<file path="src/rtl/gf_inv_pkg.sv">
// Package gf_inv_pkg
// Holds the field constants and the combinational field helpers that the
// inverter pipeline and its checker share. Assumes polynomial basis, with
// bit i of an element as the coefficient of x^i.
package gf_inv_pkg;

    localparam int          FIELD_W    = 8;
    localparam logic [8:0]  FIELD_POLY = 9'h11B;
    localparam int          ROW_SLICES = FIELD_W;
    localparam int          AB2_STAGES = FIELD_W - 1;
    localparam int          PIPE_DEPTH = AB2_STAGES * ROW_SLICES;

    typedef logic [FIELD_W-1:0] gf_elem_t;

    // Multiply by x and reduce once.
    function automatic gf_elem_t gf_xtime(input gf_elem_t a);
        logic [FIELD_W:0] t;
        t = {a, 1'b0};
        if (t[FIELD_W]) begin
            t = t ^ FIELD_POLY;
        end
        return t[FIELD_W-1:0];
    endfunction

    // Square: spread the bits to even positions, then fold down the high part.
    function automatic gf_elem_t gf_square(input gf_elem_t a);
        logic [2*FIELD_W-2:0] s;
        s = '0;
        for (int i = 0; i < FIELD_W; i++) begin
            s[2*i] = a[i];
        end
        for (int k = 2*FIELD_W-2; k >= FIELD_W; k--) begin
            if (s[k]) begin
                s[k -: FIELD_W+1] = s[k -: FIELD_W+1] ^ FIELD_POLY;
            end
        end
        return s[FIELD_W-1:0];
    endfunction

    // Full multiplier, MSB-first shift and add (used by the checker only).
    function automatic gf_elem_t gf_mul(input gf_elem_t a, input gf_elem_t b);
        gf_elem_t acc;
        acc = '0;
        for (int i = FIELD_W-1; i >= 0; i--) begin
            acc = gf_xtime(acc) ^ (b[i] ? a : '0);
        end
        return acc;
    endfunction

endpackage

</file>
<file path="src/rtl/gf_row_slice.sv">
// Module gf_row_slice
// One register slice of a bit-serial-by-row field multiplier. It handles a
// single partial-product row: the accumulator is multiplied by x and the
// multiplicand is added when the selected multiplier bit is set. Operands are
// passed on unchanged so that the next slice needs no feedback.
// Assumes rows are walked MSB first: ROW 0 uses multiplier bit FIELD_W-1.
module gf_row_slice
    import gf_inv_pkg::*;
#(
    parameter int ROW = 0
) (
    input  logic     clk,
    input  gf_elem_t acc_i,
    input  gf_elem_t mcand_i,
    input  gf_elem_t mplier_i,
    input  gf_elem_t orig_i,
    output gf_elem_t acc_o,
    output gf_elem_t mcand_o,
    output gf_elem_t mplier_o,
    output gf_elem_t orig_o
);

    localparam int BIT_SEL = FIELD_W - 1 - ROW;

    gf_elem_t acc_next;

    // Partial-product row: shift accumulator and add selected multiplicand.
    always_comb begin
        acc_next = gf_xtime(acc_i) ^ (mplier_i[BIT_SEL] ? mcand_i : '0);
    end

    // Slice register; data is not reset, the valid path tracks it instead.
    always_ff @(posedge clk) begin
        acc_o    <= acc_next;
        mcand_o  <= mcand_i;
        mplier_o <= mplier_i;
        orig_o   <= orig_i;
    end

endmodule

</file>
<file path="src/rtl/gf_ab2_stage.sv">
// Module gf_ab2_stage
// One square-first power-sum stage. It squares the running value X and the
// carried operand B, then multiplies the two squares over ROW_SLICES register
// slices, giving X^2 * B^2 after ROW_SLICES cycles. The original B leaves
// alongside the result for the next stage.
// Assumes x_i and orig_i belong to the same operand in the same cycle.
module gf_ab2_stage
    import gf_inv_pkg::*;
(
    input  logic     clk,
    input  gf_elem_t x_i,
    input  gf_elem_t orig_i,
    output gf_elem_t x_o,
    output gf_elem_t orig_o
);

    gf_elem_t acc_w    [ROW_SLICES+1];
    gf_elem_t mcand_w  [ROW_SLICES+1];
    gf_elem_t mplier_w [ROW_SLICES+1];
    gf_elem_t orig_w   [ROW_SLICES+1];

    // Square-first front end: both factors are squared before any row work.
    always_comb begin
        acc_w[0]    = '0;
        mcand_w[0]  = gf_square(x_i);
        mplier_w[0] = gf_square(orig_i);
        orig_w[0]   = orig_i;
    end

    for (genvar r = 0; r < ROW_SLICES; r++) begin : g_row
        gf_row_slice #(
            .ROW (r)
        ) row_i (
            .clk      (clk),
            .acc_i    (acc_w[r]),
            .mcand_i  (mcand_w[r]),
            .mplier_i (mplier_w[r]),
            .orig_i   (orig_w[r]),
            .acc_o    (acc_w[r+1]),
            .mcand_o  (mcand_w[r+1]),
            .mplier_o (mplier_w[r+1]),
            .orig_o   (orig_w[r+1])
        );
    end

    // Stage outputs: finished product and the operand that produced it.
    always_comb begin
        x_o    = acc_w[ROW_SLICES];
        orig_o = orig_w[ROW_SLICES];
    end

endmodule

</file>
<file path="src/rtl/gf_valid_pipe.sv">
// Module gf_valid_pipe
// Shift register that carries the valid strobe in lockstep with the data
// slices. A synchronous active-low reset clears every bit, which discards
// anything in flight.
// Assumes DEPTH is at least 2.
module gf_valid_pipe #(
    parameter int DEPTH = 56
) (
    input  logic clk,
    input  logic rst_n,
    input  logic vld_i,
    output logic vld_o
);

    logic [DEPTH-1:0] vld_sr;

    // Advance the valid strobe one slice per clock; reset empties it.
    always_ff @(posedge clk) begin
        if (!rst_n) begin
            vld_sr <= '0;
        end else begin
            vld_sr <= {vld_sr[DEPTH-2:0], vld_i};
        end
    end

    // Last slice drives the output strobe.
    always_comb begin
        vld_o = vld_sr[DEPTH-1];
    end

endmodule

</file>
<file path="src/rtl/gf_inverse_pipe.sv">
// Module gf_inverse_pipe
// Fully pipelined inverter: B^-1 = B^(2^W - 2) computed by AB2_STAGES chained
// square-first stages, starting from X = 1, each producing X^2 * B^2. One
// operand per clock; fixed PIPE_DEPTH cycle latency; zero maps to zero.
// Assumes no backpressure; the consumer takes every result as it appears.
module gf_inverse_pipe
    import gf_inv_pkg::*;
(
    input  logic       clk,
    input  logic       rst_n,
    input  logic       in_valid,
    input  logic [7:0] in_elem,
    output logic       out_valid,
    output logic [7:0] out_inv
);

    gf_elem_t stage_x [AB2_STAGES+1];
    gf_elem_t stage_b [AB2_STAGES+1];
    gf_elem_t fin_orig;

    // Chain head: running value starts at one, operand enters unregistered.
    always_comb begin
        stage_x[0] = gf_elem_t'(1);
        stage_b[0] = in_elem;
    end

    for (genvar s = 0; s < AB2_STAGES; s++) begin : g_stage
        gf_ab2_stage stage_i (
            .clk    (clk),
            .x_i    (stage_x[s]),
            .orig_i (stage_b[s]),
            .x_o    (stage_x[s+1]),
            .orig_o (stage_b[s+1])
        );
    end

    gf_valid_pipe #(
        .DEPTH (PIPE_DEPTH)
    ) vld_i (
        .clk   (clk),
        .rst_n (rst_n),
        .vld_i (in_valid),
        .vld_o (out_valid)
    );

    // Result and the operand it belongs to, seen at the chain tail.
    always_comb begin
        out_inv  = stage_x[AB2_STAGES];
        fin_orig = stage_b[AB2_STAGES];
    end

endmodule

</file>
<file path="config.mk">
export PLATFORM = sky130hd
export DESIGN_NAME = gf_inverse_pipe
export DESIGN_NICKNAME = d
export VERILOG_FILES = /design/src/rtl/gf_inv_pkg.sv /design/src/rtl/gf_row_slice.sv /design/src/rtl/gf_ab2_stage.sv /design/src/rtl/gf_valid_pipe.sv /design/src/rtl/gf_inverse_pipe.sv
export SDC_FILE = /design/constraint.sdc
export NUM_CORES = 1
export LEC_CHECK = 0
export ABC_AREA = 1
export BUFFER_PORTS_ARGS = -buffer_cell sky130_fd_sc_hd__buf_2
export CORE_MARGIN = 5
export CORE_UTILIZATION = 45
export DETAILED_ROUTE_END_ITERATION = 6
export HOLD_SLACK_MARGIN = 0.03
export SLEW_MARGIN = 10
export SYNTH_ARGS = -nofsm -noshare
export SYNTH_HDL_FRONTEND = slang
export SYNTH_SLANG_ARGS = --single-unit
export TNS_END_PERCENT = 100
</file>
<file path="constraint.sdc">
create_clock -name clk -period 1.45 [get_ports clk]
set_input_delay 0.145 -clock clk [delete_from_list [all_inputs] [get_ports clk]]
set_output_delay 0.145 -clock clk [all_outputs]
set_load 0.01 [all_outputs]
</file>
==> flow_metrics.py <==
metrics = {
    "route": {
        "drt-pass1-iter-count": 4,
        "drc": 0,
        "vias_per_cell": 4.05,
        "drt_iter0_drc": 471,
        "wl_per_cell_um": 11.6,
        "ant_nets": 0,
        "vias": 16385,
        "wl_mm": 47.0,
    },
    "clocking": {
        "htreeDepth": 3,
        "cts_root_buf": "clkbuf_16",
        "numCtsBuffers": 121,
        "cts.sinks": 1392,
        "cts_resized": 0,
        "cts_setup_buffers": 0,
        "clock_path_buffers": 3,
        "path_clk_slew_ps": 70,
        "clk_latency_ps": 680,
        "cts_tree": "done",
    },
    "worst_hold_path": {
        "hold_start": "in_elem[3]",
        "holdPathStages": 2,
        "min_path_type": "input pin to register",
        "worstHoldEndpoint": "g_stage[0].stage_i.g_row[0].row_i.orig_o[3]$_DFF_P_",
    },
    "global_route": {
        "antenna_found_initial": 0,
        "grt_pass1_vias": 17012,
        "grt_max_degree": 57,
        "met1_usage_pct": 12.3,
        "grtUsageMet2_pct": 20.2,
        "grt_first_pass_wirelength_mm": 80.3,
        "track_usage_pct": 11.1,
        "grtUsageMet3_pct": 2.31,
        "grt_remaining_overflow": 0,
        "busiest_layer": "met2",
    },
    "sta": {
        "worst_pin_slew_ps": 450,
        "drv_slew": 0,
        "clock_skew_ps": 36.3,
        "setup_viol": 0,
        "post-route-min-period_ps": 1330,
        "hold_viol": 0,
        "setup_tns_ps": 0,
        "slew-limit-headroom_pct": 69.8,
        "fmax_mhz": 751,
        "fin_hold_ws_ps": 140,
        "rsz0062_at_grt": "false",
        "finalCritPeriodShare_pct": 91.9,
    },
    "power": {
        "ir_drop_uv": 1650,
        "leakagePower_nw": 17.8,
        "power_density_nw_per_um2": 2510,
    },
    "final_layout": {
        "fillers": 6807,
        "diodes": 0,
        "syn_to_final_growth_pct": 14.7,
        "multi_input_area_um2": 7990,
        "layout.nets": 2880,
        "final_core_util_pct": 51.7,
        "layout-drive-gt1-share_pct": 10.2,
        "regArea_um2": 27900,
    },
    "critical_path": {
        "r2r_slack_ps": 120,
        "crit_type": "register to register",
        "reg2reg_depth": 5,
        "critPathLaunchType": "register",
        "r2r-end": "g_stage[6].stage_i.g_row[0].row_i.acc_o[1]$_SDFF_PN0_",
        "timing.rr.start": "g_stage[5].stage_i.g_row[7].row_i.acc_o[7]$_DFF_P_",
        "cp.arrival_ps": 1880,
        "cp-end-kind": "register",
        "crit_required_ps": 2000,
        "crit_path_max_fanout": 7,
    },
    "floorplanning": {
        "die_area_um2": 87700,
        "core_um2": 81700,
        "fp.dieH_um": 296,
        "die_w_um": 296,
        "num_rows": 105,
        "start_util_pct": 45.1,
        "pin_count": 20,
    },
    "place": {
        "portBuffers": 19,
        "dp_hpwl_mm": 31.2,
        "routabilityCongestion": 0.787,
    },
    "synthesis": {
        "netlist_instances": 2824,
        "ys_seq_elements": 1392,
        "synth.avg_cell_area_um2": 13.1,
        "ys_seq_area_share_pct": 75.6,
        "yosys_warnings": 0,
        "syn-num-nets": 2835,
        "syn_area_um2": 36900,
        "synth_cell_type_count": 22,
    },
    "flow_run": {
        "cap_violations": 0,
    },
    "run_status": {
        "outcome": "completed",
    },
}
-- cell type report --
cell class	instances	area share, %
sequential	1392	65.9
multi-input combinational	1197	18.9
clock buffer	178	8.59
tap	1070	3.17
clock inverter	51	1.71
inverter	124	1.11
timing repair buffer	33	0.568
-- cell usage in the layout (no fill, tap or decap), drive strengths merged --
| master | n |
|---|---|
| clkinvlp | 5 |
| inv | 124 |
| buf | 22 |
| a21oi | 24 |
| nor2b | 7 |
| dlygate4sd3 | 11 |
| nor2 | 12 |
| clkinv | 33 |
| nand3 | 30 |
| clkbuf | 178 |
| nand2 | 524 |
| and2b | 5 |
| bufinv | 13 |
| dfxtp | 1392 |
| xnor2 | 421 |
| xor2 | 174 |
-- registers in the layout, indices dropped and copies added (netlist names) --
register                              count
g_stage.stage_i.g_row.row_i.mplier_o    196
vld_i.vld_sr                             56
g_stage.stage_i.g_row.row_i.orig_o      384
g_stage.stage_i.g_row.row_i.mcand_o     336
g_stage.stage_i.g_row.row_i.acc_o       420
-- cells in the mapped netlist (all sizes together) --
library cell | number | area (um^2)
nand3 | 30 | 150
nor2b | 7 | 51.3
a21oi | 24 | 120
nand2 | 524 | 2060
inv | 120 | 450
buf | 26 | 213
nor2 | 12 | 45.0
xor2 | 174 | 1620
clkinv | 4 | 20.0
and2b | 5 | 37.5
dfxtp | 1392 | 27900
xnor2 | 421 | 3910
clkbuf | 85 | 319
-- through the flow --
stage	cells	setup WS [ps]	cell area, um^2	total power [mW]
finish	4045	118	42300	106
global route	4045	38.4	42300	112
global placement	3805	254	37800	73.5
detailed placement	3805	136	37800	74.1
floorplan	2824	403	36900	69.7
CTS	4045	108	42300	108
-- critical path: stages (launching register included) --
cell and delay (ps):
dfxtp_1 550, clkinv_2 150, nand2_2 140, nand2_4 80
xor2_2 160, nor2b_4 130
-- timing repair --
item	in CTS	in global routing
hold buffers	11	0
endpoints found under the hold margin	72	0
setup endpoints to repair	0	0
-- cells by family (layout without fill, tap and decap cells) --
family / Yosys count / count (layout) / synth area share [%]
AO/OA/AOI/OAI: 24 / 24 / 0.326
XOR/XNOR: 595 / 595 / 15.0
AND/OR/NAND/NOR: 578 / 578 / 6.35
buffers and inverters: 235 / 386 / 2.72
flip-flops: 1392 / 1392 / 75.6
-- metal layers --
| layer | up-vias | wire (um) |
|---|---|---|
| li1 | 8547 | - |
| met1 | 7541 | 19600 |
| met2 | 184 | 24200 |
| met3 | 113 | 1430 |
| met4 | 0 | 1740 |
| met5 | - | 0 |
-- where the power goes --
part	leakage [nW]	switching, mW	internal, mW	total (mW)
Clock	2.14	13.5	19.8	33.2
Sequential	11.7	6.30	49.7	56.0
Combinational	3.93	8.13	8.92	17.0
Total	17.8	27.9	78.3	106
-- worst max path at each step --
| stage | slack [ps] | from | to | cells after the start |
|---|---|---|---|---|
| after floorplan | 400 | g_stage[0].stage_i.g_row[7].row_i.acc_o[7]$_DFF_P_ | g_stage[1].stage_i.g_row[0].row_i.acc_o[1]$_SDFF_PN0_ | 6 |
| after global placement | 250 | g_stage[0].stage_i.g_row[7].row_i.acc_o[7]$_DFF_P_ | g_stage[1].stage_i.g_row[0].row_i.mcand_o[5]$_DFF_P_ | 5 |
| after detailed placement | 140 | g_stage[5].stage_i.g_row[7].row_i.acc_o[7]$_DFF_P_ | g_stage[6].stage_i.g_row[0].row_i.acc_o[1]$_SDFF_PN0_ | 5 |
| after CTS | 110 | vld_i.vld_sr[55]$_SDFF_PN0_ | out_valid | 1 |
| after global routing | 40 | g_stage[5].stage_i.g_row[7].row_i.acc_o[7]$_DFF_P_ | g_stage[6].stage_i.g_row[0].row_i.acc_o[1]$_SDFF_PN0_ | 5 |
| final | 120 | g_stage[5].stage_i.g_row[7].row_i.acc_o[7]$_DFF_P_ | g_stage[6].stage_i.g_row[0].row_i.acc_o[1]$_SDFF_PN0_ | 5 |
No activity file was read; power rests on OpenSTA's default activity.
